**src/rtl/sot_pkg.sv**
```systemverilog
package sot_pkg;

  localparam int unsigned CODE_W    = 4;
  localparam int unsigned CODE_LAST = (1 << CODE_W) - 1;

  typedef enum logic [1:0] {
    ST_IDLE   = 2'd0,
    ST_SETTLE = 2'd1,
    ST_GAP    = 2'd2,
    ST_FINAL  = 2'd3
  } sot_state_e;

  // Trim for one lane from its recorded codes; 0 means "never recorded".
  function automatic logic [CODE_W-1:0] sot_mid(input logic [CODE_W-1:0] first_zero,
                                                input logic [CODE_W-1:0] last_one);
    logic [CODE_W:0] sum;
    sum = {1'b0, first_zero} + {1'b0, last_one};
    if (last_one == '0)        return '0;
    else if (first_zero == '0) return CODE_W'(CODE_LAST);
    else                       return sum[CODE_W:1];
  endfunction

endpackage

```
**src/rtl/sot_seq.sv**
```systemverilog
module sot_seq
  import sot_pkg::*;
#(
  parameter int unsigned SETTLE_CYC = 16
) (
  input  logic              clk,
  input  logic              rst_n,
  input  logic              start,
  output logic [CODE_W-1:0] code,
  output logic              train_en,
  output logic              busy,
  output logic              clear,
  output logic              sample,
  output logic              finish,
  output logic              done
);

  localparam int unsigned CNT_W = $clog2(SETTLE_CYC) + 1;

  sot_state_e       state;
  logic [CNT_W-1:0] cnt;
  logic             win_last;

  assign win_last = (cnt == CNT_W'(SETTLE_CYC - 1));
  assign train_en = (state == ST_SETTLE);
  assign busy     = (state != ST_IDLE);
  assign clear    = (state == ST_IDLE) && start;
  assign sample   = train_en && win_last;
  assign finish   = (state == ST_FINAL);

  always_ff @(posedge clk or negedge rst_n) begin
    if (!rst_n) begin
      state <= ST_IDLE;
      cnt   <= '0;
      code  <= '0;
      done  <= 1'b0;
    end else begin
      done <= finish;
      case (state)
        ST_IDLE: begin
          if (start) begin
            state <= ST_SETTLE;
            cnt   <= '0;
            code  <= CODE_W'(1);
          end
        end
        ST_SETTLE: begin
          if (win_last) state <= ST_GAP;
          else          cnt   <= cnt + 1'b1;
        end
        ST_GAP: begin
          if (code == CODE_W'(CODE_LAST)) begin
            state <= ST_FINAL;
          end else begin
            code  <= code + 1'b1;
            cnt   <= '0;
            state <= ST_SETTLE;
          end
        end
        default: state <= ST_IDLE;
      endcase
    end
  end

endmodule

```
**src/rtl/sot_bit_track.sv**
```systemverilog
module sot_bit_track
  import sot_pkg::*;
(
  input  logic              clk,
  input  logic              rst_n,
  input  logic              clear,
  input  logic              sample,
  input  logic              fb,
  input  logic [CODE_W-1:0] code,
  output logic [CODE_W-1:0] first_zero,
  output logic [CODE_W-1:0] last_one
);

  always_ff @(posedge clk or negedge rst_n) begin
    if (!rst_n) begin
      first_zero <= '0;
      last_one   <= '0;
    end else if (clear) begin
      first_zero <= '0;
      last_one   <= '0;
    end else if (sample) begin
      if (fb)                       last_one   <= code;
      else if (first_zero == '0)    first_zero <= code;
    end
  end

endmodule

```
**src/rtl/sot_pack.sv**
```systemverilog
module sot_pack
  import sot_pkg::*;
#(
  parameter int unsigned LANES = 9
) (
  input  logic [LANES*CODE_W-1:0] fz_v,
  input  logic [LANES*CODE_W-1:0] lo_v,
  output logic [LANES*CODE_W-1:0] trim_v
);

  for (genvar b = 0; b < LANES; b++) begin : g_lane
    assign trim_v[b*CODE_W +: CODE_W] = sot_mid(fz_v[b*CODE_W +: CODE_W],
                                                lo_v[b*CODE_W +: CODE_W]);
  end

endmodule

```
**src/rtl/samp_offset_cal.sv**
```systemverilog
module samp_offset_cal
  import sot_pkg::*;
#(
  parameter int unsigned NUM_BITS   = 8,
  parameter int unsigned SETTLE_CYC = 16
) (
  input  logic                       clk,
  input  logic                       rst_n,
  input  logic                       start,
  input  logic                       lp_mode,
  input  logic [NUM_BITS:0]          fb_bits,
  output logic                       train_en,
  output logic [NUM_BITS*CODE_W-1:0] sweep_word,
  output logic                       busy,
  output logic                       done,
  output logic [NUM_BITS*CODE_W-1:0] offset_word,
  output logic [CODE_W-1:0]          strobe_code
);

  localparam int unsigned LANES  = NUM_BITS + 1;
  localparam int unsigned WORD_W = NUM_BITS * CODE_W;

  logic [CODE_W-1:0]       sweep_code;
  logic                    clear;
  logic                    sample_fire;
  logic                    finish;
  logic                    lp_q;
  logic [LANES*CODE_W-1:0] fz_v;
  logic [LANES*CODE_W-1:0] lo_v;
  logic [LANES*CODE_W-1:0] trim_v;

  sot_seq #(.SETTLE_CYC(SETTLE_CYC)) i_seq (
    .clk      (clk),
    .rst_n    (rst_n),
    .start    (start),
    .code     (sweep_code),
    .train_en (train_en),
    .busy     (busy),
    .clear    (clear),
    .sample   (sample_fire),
    .finish   (finish),
    .done     (done)
  );

  for (genvar b = 0; b < LANES; b++) begin : g_trk
    sot_bit_track i_trk (
      .clk        (clk),
      .rst_n      (rst_n),
      .clear      (clear),
      .sample     (sample_fire),
      .fb         (fb_bits[b]),
      .code       (sweep_code),
      .first_zero (fz_v[b*CODE_W +: CODE_W]),
      .last_one   (lo_v[b*CODE_W +: CODE_W])
    );
  end

  for (genvar b = 0; b < NUM_BITS; b++) begin : g_rep
    assign sweep_word[b*CODE_W +: CODE_W] = sweep_code;
  end

  sot_pack #(.LANES(LANES)) i_pack (
    .fz_v   (fz_v),
    .lo_v   (lo_v),
    .trim_v (trim_v)
  );

  always_ff @(posedge clk or negedge rst_n) begin
    if (!rst_n) begin
      lp_q        <= 1'b0;
      offset_word <= '0;
      strobe_code <= '0;
    end else begin
      if (clear) lp_q <= lp_mode;
      if (finish) begin
        offset_word <= trim_v[WORD_W-1:0];
        strobe_code <= lp_q ? trim_v[WORD_W +: CODE_W] : '0;
      end
    end
  end

endmodule

```
**config.mk**
```make
export PLATFORM = sky130hd
export DESIGN_NAME = samp_offset_cal
export DESIGN_NICKNAME = d
export VERILOG_FILES = /design/src/rtl/sot_pkg.sv /design/src/rtl/sot_seq.sv /design/src/rtl/sot_bit_track.sv /design/src/rtl/sot_pack.sv /design/src/rtl/samp_offset_cal.sv
export SDC_FILE = /design/constraint.sdc
export NUM_CORES = 1
export LEC_CHECK = 0
export BUFFER_PORTS_ARGS = -buffer_cell sky130_fd_sc_hd__buf_2
export CORE_ASPECT_RATIO = 2
export CORE_MARGIN = 2
export CORE_UTILIZATION = 55
export DETAILED_ROUTE_END_ITERATION = 10
export GPL_TIMING_DRIVEN = 0
export PLACE_DENSITY = 0.86
export SETUP_SLACK_MARGIN = 0.3
export SKIP_LAST_GASP = 1
export SYNTH_ARGS = -nofsm -noshare
export SYNTH_HDL_FRONTEND = slang
export SYNTH_SLANG_ARGS = --single-unit
```
**constraint.sdc**
```tcl
create_clock -name clk -period 2.7 [get_ports clk]
set_clock_uncertainty 0.1 [all_clocks]
set_input_delay 0.54 -clock clk [delete_from_list [all_inputs] [get_ports clk]]
set_output_delay 0.54 -clock clk [all_outputs]
set_load 0.01 [all_outputs]
```
Yosys cells after proc, flatten, opt, wreduce, memory -nomap -nowiden
Index checks and enable logic that the tools add are counted.

Output and inout bits: 71. Register bits: 121. Input port bits: 13.

Reductions and logical operators: 64. Multiplexer cells: 93. Add/subtract/negate cells: 11. Eq/ne operators: 18.

Operators by type and width (number): 4-bit 2-to-1 mux (84); 4-bit logical NOT (18); 4-bit by 4-bit adder with 5-bit output (9); 2-bit nonzero test (21); 3-bit AND reduction (10); 2-bit AND reduction (10); 2-bit by 1-bit != test with 1-bit output (second input constant) (9); 5-bit 2-to-1 mux (3); 5-bit one-hot mux with 3 select lines (1); 2-bit != test (second input constant) (4); 4-bit one-hot mux with 2 select lines (1); 2-bit 2-to-1 mux (3); 2-bit one-hot mux with 3 select lines (1); 5-bit by 1-bit adder with 5-bit output (second input constant) (1); 5-bit by 4-bit == test with 1-bit output (second input constant) (1); 4-bit by 1-bit adder with 4-bit output (second input constant) (1); 2-bit == test (second input constant) (2); 4-bit == test (second input constant) (1); 4-bit AND reduction (1); 3-bit nonzero test (1); 2-bit by 1-bit == test with 1-bit output (second input constant) (1); 1-bit logical AND (2); 2-bit logical NOT (1).

Logic depth before layout (Yosys ltp)
Depth after elaboration: 5. Gate-level depth with buffers: 9.

Modules after synthesis
From an unflattened synthesis, not the netlist that was laid out.

Cells, all modules: 714. Area total of the unflattened synthesis: 7489.7 um^2.

By module, submodules not included: sot_bit_track (area an instance 399.1 um^2, times used 9, cells each 36, sequential area each 200.2 um^2); samp_offset_cal (area an instance 1607.8 um^2, times used 1, cells each 114, sequential area each 925.9 um^2); sot_pack (area an instance 1576.5 um^2, times used 1, cells each 207, sequential area each 0.0 um^2); sot_seq (area an instance 713.2 um^2, times used 1, cells each 69, sequential area each 300.3 um^2).

Least setup slack after synthesis
Ideal clock, no wire load.

Kind: reg-to-reg. From: register i_seq.cnt[0]. To: register g_trk[8].i_trk.first_zero[0]. Library setup time: 0.119 ns. Buffers on the path: 2. Slack: 0.697 ns. Period minus slack after synthesis: 2.003 ns. Stages on the path, launching flop included: 10. Arrival time: 1.784 ns. Data required time: 2.481 ns. Cells stage by stage: dfrtp_1 ha_1 and3_1 ha_1 and3b_1 clkbuf_2 buf_2 nand2_1 nor2_1 o21a_1.

Word-level cells in the longest chain between the ends: 4.

Ends and longest elaborated chain: start, declared (line sot_seq.sv:21) `logic [CNT_W-1:0] cnt;`; start signal, assigned (line sot_seq.sv:49) `else cnt <= cnt + 1'b1;`; 5-bit by 4-bit == test with 1-bit output (line sot_seq.sv:24) `assign win_last = (cnt == CNT_W'(SETTLE_CYC - 1));`; 1-bit logical AND (line sot_seq.sv:28) `assign sample = train_en && win_last;`; 2-bit nonzero test (no source line); 3-bit AND reduction (no source line); end signal, assigned (line sot_bit_track.sv:23) `else if (first_zero == '0) first_zero <= code;`; end, declared (line sot_bit_track.sv:10) `output logic [CODE_W-1:0] first_zero,`.

No other way between the ends. A chain may end at the register's enable or synchronous reset.

Final worst setup path
From: register i_seq.cnt[0]. To: register g_trk[6].i_trk.first_zero[0].

Word-level cells in the longest chain between the ends: 4.

Ends and longest elaborated chain (line): 5-bit by 4-bit == test with 1-bit output (sot_seq.sv:24); 1-bit logical AND (sot_seq.sv:28); 2-bit nonzero test (no source line); 3-bit AND reduction (no source line); end signal, assigned (sot_bit_track.sv:23); end, declared (sot_bit_track.sv:10).

No other way between the ends.

==> impl_metrics.tcl <==
set metrics [dict create \
    drv_cap 0 \
    synth_top_area_share_pct 47.33 \
    ir_worst_vdd_v 0.0005988 \
    drt_pass1_iterations 7 \
    slowest_stage "dfrtp_1" \
    hpwlAfterDp_um 11670 \
    pre_cts_slack_ns 0.2417 \
    hold_path.class "input pin to flip-flop" \
    drt-total-wl_um 17060 \
    core_area_um2 11350 \
    area_delta_synth_final_pct 19.75 \
    antenna_found_initial 0 \
    hold_violations 0 \
    finalCritPeriodShare_pct 86.59 \
    cp_max_fo 10 \
    crit_start "i_seq.cnt[0]" \
    worstPathCellList "ha_1 -> and3_1 -> ha_1 -> and3b_1 -> clkbuf_2 -> buf_2 -> nand2_2 -> nor2_1 -> o21a_1" \
    portBuffers 83 \
    critPathKind "flip-flop to flip-flop" \
    drc 0 \
    relSlewSlack_pct 45.05 \
    critical_path_required_ns 2.90 \
    synth_area_um2 6397 \
    power_frac_comb_pct 30.7 \
    die_h_um 156.5 \
    min_path_cells 3 \
    crit_family "simple AND/OR/NAND/NOR gates" \
    clkLatencyLatePin_ns 0.42 \
    fillers 826 \
    ys_ff_latch 121 \
    p_sw_share_pct 32.69 \
    synth_commonest_cells "121 x dfrtp_1, 81 x nand2_1, 53 x a21oi_1" \
    clk_pin_slew_ns 0.06 \
    vias 5595 \
    synth_edf_count 0 \
    routed_via_density 6.142 \
    syn_nets 704 \
    power_switching_uw 2413 \
    die_x_um 80.26 \
    drive_gt1_share_pct 22.24 \
    postCtsSetupBuffers 0 \
    async_flop_share_pct 100.0 \
    fmax_mhz 427.8 \
    fp-row-count 55 \
    grt_max_degree 100 \
    cp.arrival_ns 2.54 \
    final-max-slew-violation-count 0 \
    drtAntennaViolNets 0 \
    power.total_uw 7382 \
    endpoint "g_trk[6].i_trk.first_zero[0]" \
    cp-end-kind "flip-flop" \
    power_leakage_uw 0.003516 \
    dieArea_um2 12560 \
    overflow 0 \
    cpMostUsedCell "ha_1" \
    cp.buffers_inverters 2 \
    fin_ws_ns 0.3622 \
    r2r-start "i_seq.cnt[0]" \
    synth_area_leaders "dfrtp_1 47%, ha_1 5.9%, nand2_1 4.8%" \
    ys_warn_count 0 \
    cts_tree "built" \
    worstMarginPinSlew_ns 0.8243 \
    synth_flop_cell "dfrtp_1" \
    nets 808 \
    numCtsBuffers 17 \
    initial_core_util_pct 56.34 \
    period_minus_slack_ns 2.338 \
    htree_levels 4 \
    regToRegSetupSlack_ns 0.36 \
    drtIter0Drc 363 \
    ys_types 44 \
    io_pins 84 \
    sequentialPowerShare_pct 37.0 \
    cts_buffer_depth 2 \
    clock_power_share_pct 32.3 \
    status "finished, final reports clean" \
    synth_area_per_cell_um2 9.812 \
    intPower_uw 4969 \
    regToRegEndpoint "g_trk[6].i_trk.first_zero[0]" \
    grt_pass1_vias 5790 \
    synth_largest_area_cell "dfrtp_1" \
    reg2regPathDepth 9 \
    setup_viol 0 \
    synth_cells 652 \
    grt_util_all_layers_pct 28.98 \
    powerDensity_nw_per_um2 963.6 \
    post_drt_wl_per_cell_um 18.72 \
    grt_pass1_wl_um 27600 \
    place_congestion 0.8931 \
    crit_cells 9 \
    diodes 0 \
    cpPeakStageDelay_ns 0.41 \
    rsz0062_at_grt "no" \
    clock-root-buffer "clkbuf_16" \
    cts_sinks 121 \
    ys_seq_area_share_pct 47.33 \
    synth.most_common_cell "dfrtp_1" \
    start_kind "flip-flop" \
]
metrics by stage:
stage	instances	hold slack [ns]	TNS (ns)	utilization, %	instance area, um^2
after floorplan	652	0.1444	0	-	6397
after global placement	877	0.3578	-47.57	61.56	6990
after detailed placement	878	0.3094	0	61.86	7024
after CTS	911	0.2188	0	67.39	7652
after global routing	911	0.2255	0	67.47	7661
final	911	0.2226	0	67.47	7661
sequential cells by signal, summed over array words and instances (netlist names):
register / count
offset_word: 32
i_seq.code: 4
g_trk.i_trk.last_one: 36
strobe_code: 4
i_seq.state: 2
g_trk.i_trk.first_zero: 36
lp_q: 1
i_seq.done: 1
i_seq.cnt: 5
power groups by stage:
stage | registers, uW | clock network, uW | logic (uW)
after floorplan | 2780 | 0 | 1370
after global placement | 2700 | 0 | 2130
after detailed placement | 2740 | 0 | 2240
after CTS | 2720 | 2380 | 2270
after global routing | 2790 | 2480 | 2480
final | 2730 | 2380 | 2270
worst min-delay path: cells and delay by family:
kind                   cells  cell delay (ns)
buffers and inverters      1             0.08
AND/OR/NAND/NOR            2             0.09
worst min path at each step:
stage                               from                      endpoint  slack [ns]
final                            lp_mode                          lp_q        0.22
after global routing             lp_mode                          lp_q        0.23
after detailed placement           rst_n                strobe_code[3]        0.31
after CTS                        lp_mode                          lp_q        0.22
after floorplan                    rst_n  g_trk[0].i_trk.first_zero[0]        0.14
after global placement    strobe_code[0]                strobe_code[0]        0.36
area by class of cell:
class / instances / area (um^2) / share of cell area (%)
multi-input combinational: 459 / 2988 / 39.00
clock inverter: 7 / 112.6 / 1.470
inverter: 21 / 78.83 / 1.029
timing repair buffer: 85 / 459.2 / 5.994
clock buffer: 25 / 505.5 / 6.598
buffer: 51 / 311.5 / 4.067
sequential: 121 / 3028 / 39.52
tap: 142 / 177.7 / 2.319
cells in the final DEF, fill, tap and decap left out, types with 28 or more instances in the layout:
cell	netlist	final
a22o_1	34	34
a21oi_1	53	53
nor2_1	43	43
nand3_1	37	37
buf_2	2	84
nand2_1	81	78
buf_4	28	28
ha_1	30	30
o21ai_0	31	31
dfrtp_1	121	121
metal layers:
layer / GRT usage, % / vias to the layer above / share of wire, %
met5: 0 / - / 0
met4: 18.24 / 0 / 6.1
met3: 7.785 / 93 / 6.4
met2: 50.75 / 285 / 53
met1: 29.70 / 2745 / 34
li1: - / 2472 / -
cell families (layout without fill, tap and decap cells):
kind of cell,Yosys count,in the layout,share of synthesized area (%)
AND/OR/NAND/NOR,253,253,20.75
AO/OA/AOI/OAI,162,162,16.43
flip-flops,121,121,47.33
buffers and inverters,72,189,6.082
adder cells (fa/ha/maj),39,39,8.684
XOR/XNOR,3,3,0.4108
multiplexers,2,2,0.3129
repair_timing:
item / CTS / global route
endpoints found under the setup margin: 27 / 39
hold buffers: 1 / 0
endpoints found under the hold margin: 22 / 0
resized for setup: 0 / 5
No activity file was read; power rests on OpenSTA's default activity.
